File: config.mk
export PLATFORM = sky130hd
export DESIGN_NAME = dmac_reg_block
export DESIGN_NICKNAME = d
export VERILOG_FILES = /design/src/rtl/dmac_regs_pkg.sv /design/src/rtl/dmac_chan_bank.sv /design/src/rtl/dmac_w1c_status.sv /design/src/rtl/dmac_reg_block.sv
export SDC_FILE = /design/constraint.sdc
export NUM_CORES = 1
export LEC_CHECK = 0
export ABC_AREA = 1
export BUFFER_PORTS_ARGS = -buffer_cell sky130_fd_sc_hd__buf_2
export CAP_MARGIN = 20
export CORE_AREA = 2 2 278 280
export CTS_CLUSTER_DIAMETER = 60
export DETAILED_ROUTE_END_ITERATION = 8
export DIE_AREA = 0 0 280 282
export PLACE_DENSITY = 0.43
export SLEW_MARGIN = 20
export SYNTH_ARGS = -nofsm -noshare
export SYNTH_HDL_FRONTEND = slang
export SYNTH_SLANG_ARGS = --single-unit
export TNS_END_PERCENT = 10
File: constraint.sdc
create_clock -name clk -period 9.3 [get_ports clk]
set_clock_uncertainty 0.2 [all_clocks]
set_input_delay 1.86 -clock clk [delete_from_list [all_inputs] [get_ports clk]]
set_output_delay 1.86 -clock clk [all_outputs]
set_load 0.02 [all_outputs]
File: src/rtl/dmac_regs_pkg.sv
package dmac_regs_pkg;
    localparam int AW = 10;
    localparam int DW = 32;

    localparam logic [AW-1:0] A_CFG   = 10'h180;
    localparam logic [AW-1:0] A_ERR   = 10'h181;
    localparam logic [AW-1:0] A_IEN   = 10'h182;
    localparam logic [AW-1:0] A_TXSET = 10'h184;
    localparam logic [AW-1:0] A_TXCLR = 10'h185;
    localparam logic [AW-1:0] A_TXEOB = 10'h186;
    localparam logic [AW-1:0] A_TXDER = 10'h187;
    localparam logic [AW-1:0] A_RXSET = 10'h190;
    localparam logic [AW-1:0] A_RXCLR = 10'h191;
    localparam logic [AW-1:0] A_RXEOB = 10'h192;
    localparam logic [AW-1:0] A_RXDER = 10'h193;
    localparam logic [AW-1:0] A_TXPTR = 10'h1A0;
    localparam logic [AW-1:0] A_RXPTR = 10'h1C0;
    localparam logic [AW-1:0] A_RXBSZ = 10'h1E0;

    localparam logic [DW-1:0] CFG_RST     = 32'h0007_C000;
    localparam logic [DW-1:0] CFG_WMASK   = 32'h00FF_C087;
    localparam logic [DW-1:0] IEN_WMASK   = 32'h0000_001F;
    localparam logic [DW-1:0] TXACT_WMASK = 32'hF000_0000;
    localparam logic [DW-1:0] RXACT_WMASK = 32'hC000_0000;
    localparam logic [DW-1:0] BSZ_WMASK   = 32'h0000_00FF;
    localparam logic [DW-1:0] FULL_WMASK  = 32'hFFFF_FFFF;

    localparam int SWRST_BIT = 31;

    typedef enum int {
        IE_ERR   = 0,
        IE_TXEOB = 1,
        IE_RXEOB = 2,
        IE_TXDER = 3,
        IE_RXDER = 4
    } ien_bit_e;
endpackage

File: src/rtl/dmac_chan_bank.sv
module dmac_chan_bank
    import dmac_regs_pkg::*;
#(
    parameter int            N     = 4,
    parameter logic [AW-1:0] BASE  = A_TXPTR,
    parameter logic [DW-1:0] DMASK = FULL_WMASK
) (
    input  logic          clk,
    input  logic          rst_n,
    input  logic          wr_en,
    input  logic [AW-1:0] addr,
    input  logic [DW-1:0] wdata,
    output logic          hit,
    output logic [DW-1:0] rd_val
);
    localparam int IW = (N > 1) ? $clog2(N) : 1;

    logic [DW-1:0] regs [N];
    logic [AW-1:0] off;

    assign off = addr - BASE;
    assign hit = (addr >= BASE) && (off < AW'(N));

    always_ff @(posedge clk) begin
        if (!rst_n) begin
            for (int c = 0; c < N; c++) regs[c] <= '0;
        end else if (wr_en && hit) begin
            for (int c = 0; c < N; c++)
                if (off == AW'(c)) regs[c] <= wdata & DMASK;
        end
    end

    always_comb begin
        rd_val = '0;
        for (int c = 0; c < N; c++)
            if (hit && off[IW-1:0] == IW'(c)) rd_val = regs[c];
    end
endmodule

File: src/rtl/dmac_w1c_status.sv
module dmac_w1c_status
    import dmac_regs_pkg::*;
(
    input  logic          clk,
    input  logic          rst_n,
    input  logic          sw_clr,
    input  logic          clr_we,
    input  logic [DW-1:0] wdata,
    input  logic [DW-1:0] set_bits,
    output logic [DW-1:0] q
);
    logic [DW-1:0] clr_bits;

    assign clr_bits = clr_we ? wdata : '0;

    always_ff @(posedge clk) begin
        if (!rst_n || sw_clr) q <= '0;
        else                  q <= (q & ~clr_bits) | set_bits;
    end
endmodule

File: src/rtl/dmac_reg_block.sv
module dmac_reg_block
    import dmac_regs_pkg::*;
#(
    parameter int TXN = 4,
    parameter int RXN = 2
) (
    input  logic           clk,
    input  logic           rst_n,
    input  logic           wr_en,
    input  logic           rd_en,
    input  logic [AW-1:0]  addr,
    input  logic [DW-1:0]  wdata,
    output logic [DW-1:0]  rdata,
    input  logic [TXN-1:0] tx_eob_set,
    input  logic [RXN-1:0] rx_eob_set,
    input  logic [TXN-1:0] tx_derr_set,
    input  logic [RXN-1:0] rx_derr_set,
    input  logic [DW-1:0]  err_set,
    output logic           irq_err,
    output logic           irq_tx_eob,
    output logic           irq_rx_eob,
    output logic           irq_derr
);
    logic          swrst;
    logic [DW-1:0] cfg_q, ien_q, txset_q, txclr_q, rxset_q, rxclr_q;
    logic [DW-1:0] err_q, tx_eob_q, rx_eob_q, tx_der_q, rx_der_q;
    logic [DW-1:0] tx_eob_bits, rx_eob_bits, tx_der_bits, rx_der_bits;
    logic          txp_hit, rxp_hit, bsz_hit, decoded;
    logic [DW-1:0] txp_val, rxp_val, bsz_val, rd_mux;

    assign swrst = wr_en && (addr == A_CFG) && wdata[SWRST_BIT];

    // channel c event maps to status bit 31-c
    always_comb begin
        tx_eob_bits = '0;
        tx_der_bits = '0;
        rx_eob_bits = '0;
        rx_der_bits = '0;
        for (int c = 0; c < TXN; c++) begin
            tx_eob_bits[DW-1-c] = tx_eob_set[c];
            tx_der_bits[DW-1-c] = tx_derr_set[c];
        end
        for (int c = 0; c < RXN; c++) begin
            rx_eob_bits[DW-1-c] = rx_eob_set[c];
            rx_der_bits[DW-1-c] = rx_derr_set[c];
        end
    end

    always_ff @(posedge clk) begin
        if (!rst_n || swrst) begin
            cfg_q   <= CFG_RST;
            ien_q   <= '0;
            txset_q <= '0;
            txclr_q <= '0;
            rxset_q <= '0;
            rxclr_q <= '0;
        end else if (wr_en) begin
            unique case (addr)
                A_CFG:   cfg_q   <= wdata & CFG_WMASK;
                A_IEN:   ien_q   <= wdata & IEN_WMASK;
                A_TXSET: txset_q <= wdata & TXACT_WMASK;
                A_TXCLR: txclr_q <= wdata & TXACT_WMASK;
                A_RXSET: rxset_q <= wdata & RXACT_WMASK;
                A_RXCLR: rxclr_q <= wdata & RXACT_WMASK;
                default: ;
            endcase
        end
    end

    dmac_w1c_status u_err (.clk, .rst_n, .sw_clr(swrst),
        .clr_we(wr_en && addr == A_ERR), .wdata, .set_bits(err_set), .q(err_q));
    dmac_w1c_status u_txeob (.clk, .rst_n, .sw_clr(swrst),
        .clr_we(wr_en && addr == A_TXEOB), .wdata, .set_bits(tx_eob_bits), .q(tx_eob_q));
    dmac_w1c_status u_rxeob (.clk, .rst_n, .sw_clr(swrst),
        .clr_we(wr_en && addr == A_RXEOB), .wdata, .set_bits(rx_eob_bits), .q(rx_eob_q));
    dmac_w1c_status u_txder (.clk, .rst_n, .sw_clr(swrst),
        .clr_we(wr_en && addr == A_TXDER), .wdata, .set_bits(tx_der_bits), .q(tx_der_q));
    dmac_w1c_status u_rxder (.clk, .rst_n, .sw_clr(swrst),
        .clr_we(wr_en && addr == A_RXDER), .wdata, .set_bits(rx_der_bits), .q(rx_der_q));

    dmac_chan_bank #(.N(TXN), .BASE(A_TXPTR), .DMASK(FULL_WMASK)) u_txptr (
        .clk, .rst_n, .wr_en, .addr, .wdata, .hit(txp_hit), .rd_val(txp_val));
    dmac_chan_bank #(.N(RXN), .BASE(A_RXPTR), .DMASK(FULL_WMASK)) u_rxptr (
        .clk, .rst_n, .wr_en, .addr, .wdata, .hit(rxp_hit), .rd_val(rxp_val));
    dmac_chan_bank #(.N(RXN), .BASE(A_RXBSZ), .DMASK(BSZ_WMASK)) u_rxbsz (
        .clk, .rst_n, .wr_en, .addr, .wdata, .hit(bsz_hit), .rd_val(bsz_val));

    always_comb begin
        decoded = 1'b1;
        unique case (addr)
            A_CFG:   rd_mux = cfg_q;
            A_ERR:   rd_mux = err_q;
            A_IEN:   rd_mux = ien_q;
            A_TXSET: rd_mux = txset_q;
            A_TXCLR: rd_mux = txclr_q;
            A_TXEOB: rd_mux = tx_eob_q;
            A_TXDER: rd_mux = tx_der_q;
            A_RXSET: rd_mux = rxset_q;
            A_RXCLR: rd_mux = rxclr_q;
            A_RXEOB: rd_mux = rx_eob_q;
            A_RXDER: rd_mux = rx_der_q;
            default: begin
                decoded = txp_hit || rxp_hit || bsz_hit;
                rd_mux  = txp_val | rxp_val | bsz_val;
            end
        endcase
    end

    always_ff @(posedge clk) begin
        if (!rst_n)     rdata <= '0;
        else if (rd_en) rdata <= rd_mux;
    end

    assign irq_err    = (|err_q)    && ien_q[IE_ERR];
    assign irq_tx_eob = (|tx_eob_q) && ien_q[IE_TXEOB];
    assign irq_rx_eob = (|rx_eob_q) && ien_q[IE_RXEOB];
    assign irq_derr   = ((|tx_der_q) && ien_q[IE_TXDER]) ||
                        ((|rx_der_q) && ien_q[IE_RXDER]);
endmodule

==> results by stage, run 1 <==
Worst setup path:
- The type of destination of the critical path is a flop.
- The path depth of the worst reg2reg path is 8.
- In this run the critical register-to-register path is launched from txclr_q[29].
- In this run the worst setup path terminates at u_rxeob.q[14].
- Tracing the worst setup path back leads to its startpoint at addr[7].
- The worst reg-to-reg setup slack is 7.52 ns.
- The data arrival time of the critical path is 5.35 ns.
- The endpoint identified for the worst register-to-register timing path is rdata[29].
- The category of the critical setup timing path is in2reg.
- At the worst endpoint, the required time is 9.53 ns.
- In this run the worst path has a maximum fanout of 87.
- The worst setup path is launched from a primary input.

Place:
- The cell total after placement is 3351.
- Detailed placement finished with a half-perimeter wire length of 45780 um.
- The weighted congestion at the end of routability-driven global placement is 0.8518.
- Once placement finished, the instance area stood at 20470 sq um.
- The count of buffers added on input and output ports is 125.

Clock network:
- The post-CTS clock slew at the launch and capture registers of the worst setup and hold paths is 0.06 ns.
- The number of gates resized after CTS was 0.
- No sink is reached through more buffers than the 3 on the longest clock path.
- In this run, CTS created clock tree buffers numbering 47.
- CTS placed an instance of sky130_fd_sc_hd__clkbuf_16 at the clock tree root.
- The clock tree from TritonCTS is yes.
- The sink count of the clock tree is 431.
- The clock tree synthesis step divided the H-tree into 2 levels.
- Once the clock tree was built, the setup fixing pass inserted 0 buffers.
- The later pin in the worst-skew pair is clocked with a latency of 0.59 ns.
- The cts-stage hold buffer count is 0.

Timing:
- The portion of the clock cycle consumed by the worst path in the final layout is 55.02%.
- The final hold violation count came to 0.
- The final period demand of the worst path is 5.117 ns.
- After routing, the total negative slack on setup checks comes to 0 ns.
- Timing would allow up to 195.4 MHz.
- Setup repair after global routing left no endpoint under its margin.
- The pin slew with the least headroom to its limit is 1.067 ns.
- The max-slew violation total from the final report was 0.
- Setup violations remaining at the end of the flow were counted as 0.
- The worst pin sits at a relative slew slack of 28.72%.

Global route:
- For this run, global-route usage on met3 was measured as 2.163%.
- Global routing consumed, on the met1 layer, 22.77% of the routing resources.
- The busiest layer in global routing is met2.
- The first global-routing pass estimated 98580 um of wire.
- The total overflow left after global routing is 0.
- The number of global-route vias before repair came to 15510.
- The initial antenna violation count is 1.
- The pin count of the biggest net entering global routing is 88.
- The met2 demand-to-capacity share in global routing is 27.16%.
- In the global route stage, overall resource usage came out at 16.48%.

Route:
- The wire length after detailed routing is 65530 um.
- The first detailed-routing pass took 5 iterations.
- In the final routed layout, each cell accounts on average for 19.06 um.
- Dividing the detail-routed via count by the number of cells gives 4.615.
- The detailed router finished its first iteration with 1101 violations.
- The post-route antenna net violation count is 0.
- The total via count after detailed routing is 15870.
- The number of DRC violations after detailed routing is 0.

Power and ir drop:
- Across the VDD grid, the largest voltage drop is 121.1 uV.
- The internal power summed over all cells is 0.003212 W.
- The share of total power dissipated in sequential elements is 49.6%.
- The part of the power in combinational logic is 4.6%.
- The total leakage power is 9.076 nW.
- Dividing total power by cell area gives a power density of 189.6 nW/um^2.
- Summed over all nets, the switching power comes to 0.0009640 W.
- The portion of total power attributed to the clock network is 45.8%.
- The switching part of the total power is 23.08%.

Cells and area:
- After routing the design area is 22030 sq um.
- The top cell types in the final layout, fill and taps aside, are 598 x sky130_fd_sc_hd__nand2_1, 449 x sky130_fd_sc_hd__nor2_1, 223 x sky130_fd_sc_hd__dfxtp_1.
- The utilization after layout is 29.11%.
- Of the cells placed in the final design, the portion with a size suffix greater than 1 is 10.81%.
- The leading cell type in the layout, fill and taps excluded is sky130_fd_sc_hd__nand2_1.
- Relative to the synthesized area, the layout overhead comes to 16.59%.
- The count of cells in the finished layout, fillers not included, comes to 3438.
- The total number of nets in the final design is 2514.
- 0 antenna diodes ended up in the layout.

Synth:
- The synthesized area per cell is 8.104 sq um.
- The warning count from the yosys run is 0.
- The netlist area before placement is 18900 sq um.
- When the netlist entered floorplanning its net count stood at 2424.
- The biggest area contributor in the post-synthesis netlist is sky130_fd_sc_hd__edfxtp_1.
- The count of unique library cells instantiated by Yosys is 32.
- For this run, the register share of the synthesized area comes to 56.67%.
- The synthesized design devotes to its leading area cell type 33.05% of total area.
- The total of flip-flops plus latches after synthesis is 431.
- Synthesis produced 2332 cells.
- By area the synthesized netlist is led by sky130_fd_sc_hd__edfxtp_1 33%, sky130_fd_sc_hd__dfxtp_1 24%, sky130_fd_sc_hd__nand2_1 12%.

Floorplanning:
- The area of the core is 75700 sq um.
- In this run the core area contains 101 standard-cell rows.
- The die area is 78960 sq um.
- The die width is 280 um.
- The floorplan step set the die height to 282 um.
- The number of top-level pins is 126.
- The initial utilization of the core area, before any placement, comes to 24.97%.

Worst hold path:
- The path class of the tightest hold or removal check is reg2reg.

Run:
- The tool flagged a number of max-cap violations equal to 0.

Status:
- The flow ran to the end, and the final reports show no timing, DRC or antenna violations.
[cell usage after synthesis]
cell type                  number
sky130_fd_sc_hd__nand2_2        4
sky130_fd_sc_hd__nand4_1       45
sky130_fd_sc_hd__inv_6          1
sky130_fd_sc_hd__nor4_2         1
sky130_fd_sc_hd__nand2_1      600
sky130_fd_sc_hd__mux2i_1        4
sky130_fd_sc_hd__nor4_1        40
sky130_fd_sc_hd__nor2_1       450
sky130_fd_sc_hd__clkbuf_1      49
sky130_fd_sc_hd__buf_1          8
sky130_fd_sc_hd__ha_1           2
sky130_fd_sc_hd__dfxtp_1      223
sky130_fd_sc_hd__inv_2         11
sky130_fd_sc_hd__inv_1        170
sky130_fd_sc_hd__o211ai_1       8
sky130_fd_sc_hd__o21ai_0      141
sky130_fd_sc_hd__clkinv_1      17
sky130_fd_sc_hd__a21oi_1      148
sky130_fd_sc_hd__nand3_1       80
sky130_fd_sc_hd__nor3_1        40
sky130_fd_sc_hd__nor2_4         8
sky130_fd_sc_hd__buf_4          9
sky130_fd_sc_hd__edfxtp_1     208
sky130_fd_sc_hd__o21ai_1        1
sky130_fd_sc_hd__o21ai_4        1
sky130_fd_sc_hd__o21a_1         3
sky130_fd_sc_hd__nor2_2        11
sky130_fd_sc_hd__o31ai_1        1
sky130_fd_sc_hd__buf_2         42
sky130_fd_sc_hd__nand3_2        1
sky130_fd_sc_hd__a211oi_1       4
sky130_fd_sc_hd__buf_6          1
[through the flow]
step                power [W]  hold slack [ns]  setup slack [ns]
CTS                  0.004227           0.2569             4.221
global placement     0.002304           0.2483             3.698
global route         0.004310           0.2716             3.880
finish               0.004176           0.2576             4.183
floorplan            0.002203           0.2315             3.262
detailed placement   0.002306           0.2458             3.591
[cell type report]
class                      instances  area [sq um]
clock buffer                      58          1300
clock inverter                    29         256.5
fill                            8126         53660
inverter                         199         752.0
multi-input combinational       1593          6977
sequential                       431         10710
tap                              978          1224
timing repair buffer             150         813.3
[flip-flops by register name, indices dropped and copies added, names as in the netlist]
register	count
u_err.q	32
cfg_q	14
rdata	32
rxclr_q	2
rxset_q	2
txset_q	4
u_rxbsz.regs	16
u_rxptr.regs	64
txclr_q	4
u_txder.q	32
u_rxeob.q	32
u_txeob.q	32
ien_q	5
u_rxder.q	32
u_txptr.regs	128
[worst min-delay path by stage]
stage	depth (start not counted)	end	slack, ns	start
floorplan	2	u_txeob.q[0]	0.23	u_txeob.q[0]
global placement	2	u_txeob.q[16]	0.25	u_txeob.q[16]
detailed placement	2	u_txeob.q[16]	0.25	u_txeob.q[16]
CTS	2	u_txeob.q[16]	0.26	u_txeob.q[16]
global route	2	u_txeob.q[16]	0.27	u_txeob.q[16]
finish	2	u_txeob.q[16]	0.26	u_txeob.q[16]
[cell families after synthesis]
| logic type | synth area share [%] |
|---|---|
| compound gates | 8.402 |
| fa+ha+maj | 0.1324 |
| buf+inv | 6.641 |
| flops | 56.67 |
| mux | 0.2119 |
| simple gates | 27.94 |
[critical path, stage by stage]
cell and delay, ns:
sky130_fd_sc_hd__buf_2 0.19, sky130_fd_sc_hd__nand2_1 0.13, sky130_fd_sc_hd__nor2_4 0.39, sky130_fd_sc_hd__nand3_2 0.25, sky130_fd_sc_hd__nor2_4 0.32, sky130_fd_sc_hd__inv_2 0.25
sky130_fd_sc_hd__o21ai_4 0.19, sky130_fd_sc_hd__buf_4 0.69, sky130_fd_sc_hd__buf_4 0.83, sky130_fd_sc_hd__nor2_1 0.11
[power groups by stage]
stage / clock (W) / combinational [W] / sequential (W)
3_5_place_dp: 0 / 0.000195 / 0.00211
2_1_floorplan: 0 / 0.0000979 / 0.00210
4_1_cts: 0.00196 / 0.000196 / 0.00207
6_report: 0.00191 / 0.000193 / 0.00207
3_3_place_gp: 0 / 0.000195 / 0.00211
5_1_grt: 0.00202 / 0.000211 / 0.00208
[per-layer routing]
metal | wire (um) | part of all wire [%] | vias up
li1 | - | - | 7781
met1 | 30690 | 47 | 7618
met2 | 30340 | 46 | 398
met3 | 3108 | 4.7 | 71
met4 | 1391 | 2.1 | 0
met5 | 0 | 0 | -
No activity file was read; power rests on OpenSTA's default activity.
==> run 2, diff against run 1 <==
Clock period 9.3 ns to 5.3 ns, I/O delays scaled along.
==> run 2 against run 1 <==
Combinational power up 74%. Critical path depth shrank 5. Setup slack worse by 2.8 ns. Hold slack improved by 0.0033 ns. Critical path type is now reg2out. First-iteration DRC count grew 7.4%. Largest power group unchanged. Cell count is 0.52% higher. Die area did not move. Clock power increased by 81%. Sequential power grew 75%. Via count grew 0.33%. Global-route usage shrank 0.092 points.
==> results by stage, run 2 (same netlist as run 1, synthesis figures left out) <==
Cells and area:
- The area growth from synthesis to final layout is 17.57% (was 16.59%).
- The post-route cell area is 22220 sq um (was 22030 sq um).
- The leading cell type in the layout, fill and taps excluded is sky130_fd_sc_hd__nand2_1 (unchanged).
- The area used by multi-input combinational logic is 6959 sq um (was 6977 sq um).
- The number of flip-flops in the largest register came to 128 (unchanged).
- The register ranked first by flip-flop count is u_txptr.regs (unchanged).
- The area taken by flip-flops and latches is 10710 sq um (unchanged).
- Regs by FF count: u_txptr.regs (128), u_rxptr.regs (64) (unchanged).
- The fraction of layout instances using a drive strength above 1 is 11.47% (was 10.81%).
- Most frequent cells in the layout: 599 x sky130_fd_sc_hd__nand2_1, 449 x sky130_fd_sc_hd__nor2_1, 223 x sky130_fd_sc_hd__dfxtp_1 (was 598 x sky130_fd_sc_hd__nand2_1, 449 x sky130_fd_sc_hd__nor2_1, 223 x sky130_fd_sc_hd__dfxtp_1).
- The total number of nets in the final design is 2529 (was 2514).
- The utilization after layout is 29.35% (was 29.11%).
- The fill cell instance count of the final layout came to 8100 (was 8126).

Power and ir drop:
- The power per cell area is 333.7 nW/um^2 (was 189.6 nW/um^2).
- The overall power was 0.007415 W (was 0.004176 W).
- The worst supply voltage drop on vdd is 222.2 uV (was 121.1 uV).
- The total leakage power is 9.180 nW (was 9.076 nW).

Worst setup path:
- The source of the worst register-to-register timing path is ien_q[4] (was txclr_q[29]).
- The type of destination of the critical path is an output pin (was flop).
- The category of the critical setup timing path is reg2out (was in2reg).
- The data arrival time of the critical path is 2.68 ns (was 5.35 ns).
- The path depth of the worst reg2reg path is 6 (was 8).
- The reg-to-reg critical path endpoint is rdata[4] (was rdata[29]).
- Sequence of cells on the critical path: nor4_1, nand4_1, o21ai_0, nand2_1, buf_2 (was buf_2, nand2_1, nor2_4, nand3_2, nor2_4, inv_2, o21ai_4, buf_4, buf_4, nor2_1).
- The kind of cell adding the most delay to the critical path was simple AND/OR/NAND/NOR gates (was buffers and inverters).
- The worst reg-to-reg setup slack came to 3.52 ns (was 7.52 ns).
- The sum of buffers and inverters on the critical path came to 1 (was 4).
- The cell at the slowest stage of the critical path is sky130_fd_sc_hd__nor4_1 (was sky130_fd_sc_hd__buf_4).
- The longest individual stage delay on the worst path is 0.86 ns (was 0.83 ns).
- The required time of the critical path came to 4.04 ns (was 9.53 ns).
- The kind of launch point of the worst setup path is a flop (was primary input).
- The largest fanout on the critical path is 3 (was 87).

Timing:
- The max-slew violation total from the final report is 0 (unchanged).
- The count of final setup violators is 0 (unchanged).
- For the finished layout, the period the worst path requires is 3.941 ns.
- The portion of the clock cycle consumed by the worst path in the final layout is 74.37%.
- The pin slew with the least headroom to its limit is 1.023 ns (was 1.067 ns).
- The final-layout setup total negative slack is 0 ns (unchanged).
- Setup repair after global routing missed its margin: false (unchanged).
- The max-slew headroom at the worst pin came to 31.60% (was 28.72%).
- The final hold violation count is 0 (unchanged).
- The maximum clock frequency is 253.7 MHz.
- The worst setup margin came to 1.359 ns (was 4.183 ns).

Worst hold path:
- The start point of the worst min-delay path is u_txeob.q[22] (was u_txeob.q[16]).
- The class of the tightest hold or removal check is reg2reg (unchanged).
- The cell depth of the worst min-delay path was 2 (unchanged).
- The hold path endpoint is u_txeob.q[22] (was u_txeob.q[16]).

Floorplanning:
- The number of rows created at floorplan is 101 (unchanged).
- The area of the core is 75700 sq um (unchanged).
- The number of top-level pins is 126 (unchanged).
- The die width is 280 um (unchanged).
- The die area is 78960 sq um (unchanged).
- The chip height is 282 um (unchanged).
- The initial core utilization is 24.97% (unchanged).

Clock network:
- The number of instances resized during post-cts repair was 0 (unchanged).
- The sink count of the clock tree is 431 (unchanged).
- The post-CTS clock slew at the launch and capture registers of the worst setup and hold paths was 0.06 ns (about the same).
- The CTS root buffer is sky130_fd_sc_hd__clkbuf_16 (unchanged).
- The maximum buffer depth of the clock tree came to 3 (unchanged).
- The cts-stage hold buffer count was 0 (unchanged).
- The post-CTS setup repair buffer count is 0 (unchanged).
- The number of buffers created by CTS is 49 (was 47).
- The clock insertion delay at the later pin of the skew report is 0.60 ns (was 0.59 ns).
- The clock tree from TritonCTS is yes (unchanged).
- The total number of H-tree levels came to 2 (unchanged).

Place:
- The pre-CTS setup slack was 1.042 ns (was 3.591 ns).
- The weighted congestion at the end of routability-driven global placement is 0.8452 (was 0.8518).
- The HPWL after detailed placement is 46290 um (was 45780 um).
- The count of port buffers added during placement is 125 (unchanged).
- The cell area after placement is 20570 sq um (was 20470 sq um).

Route:
- The wire length after detailed routing is 64910 um (was 65530 um).
- The routed length per placed instance is 18.78 um (was 19.06 um).
- The post-route antenna net violation count is 0 (unchanged).
- The first-pass detailed-route iteration total is 5 (unchanged).
- The average via count per standard cell is 4.606 (was 4.615).
- The total via count after detailed routing is 15920 (was 15870).
- The number of DRC violations after detailed routing is 0 (unchanged).
- The number of DRC markers after the initial detailed-route iteration is 1182 (was 1101).

Global route:
- The total global routing track utilization is 16.39% (was 16.48%).
- The initial antenna violation count is 0 (was 1).
- The pin count of the biggest net entering global routing came to 80 (was 88).
- The first-pass GRT wire length is 98010 um (was 98580 um).
- The global route total overflow is 0 (unchanged).
- The number of global-route vias before repair came to 15680 (was 15510).

Status:
- Status: finished clean (unchanged).

Run:
- The max-cap check violation count is 0 (unchanged).
run 2: worst register-to-register path, cell delays in order (launching register included):
cell and delay (ns):
sky130_fd_sc_hd__dfxtp_1 0.38, sky130_fd_sc_hd__nand3_1 0.15, sky130_fd_sc_hd__nand2_1 0.06, sky130_fd_sc_hd__nor3_1 0.51
sky130_fd_sc_hd__a21oi_1 0.13, sky130_fd_sc_hd__nand2_1 0.14, sky130_fd_sc_hd__a21oi_1 0.07
run 2: worst max-delay path by stage:
stage / from / to / slack, ns / cells after the start
finish: u_rxder.q[30] / irq_derr / 1.36 / 5
detailed placement: addr[5] / u_txptr.regs[3][31] / 1.04 / 14
global route: u_rxder.q[30] / irq_derr / 1.33 / 5
CTS: u_rxder.q[30] / irq_derr / 1.34 / 5
global placement: addr[5] / u_txptr.regs[3][31] / 1.17 / 15
floorplan: addr[5] / u_txptr.regs[2][0] / 0.06 / 10
run 2: metrics by stage:
step	cells	hold slack [ns]
final	3456	0.2609
after global routing	3455	0.2725
after CTS	3454	0.2622
after detailed placement	3363	0.2513
after global placement	3363	0.2477
after floorplan	2332	0.2315
run 2: metal layers:
layer | GRT usage [%] | wire length, um
met5 | 0 | 0
met1 | 22.45 | 30210
met4 | 5.416 | 2020
met2 | 26.71 | 29860
met3 | 2.072 | 2816
run 2: cell type report:
| cell class | count | area share, % |
|---|---|---|
| Antenna cell | 1 | 0.01126 |
| Sequential cell | 431 | 48.21 |
| Timing Repair Buffer | 163 | 4.246 |
| Clock inverter | 25 | 1.053 |
| Tap cell | 978 | 5.508 |
| Inverter | 199 | 3.385 |
| Multi-Input combinational cell | 1593 | 31.32 |
| Clock buffer | 66 | 6.268 |
run 2: where the power goes:
part           switching, W  internal [W]
Sequential        0.0000431       0.00359
Combinational      0.000257     0.0000772
Clock               0.00141       0.00203
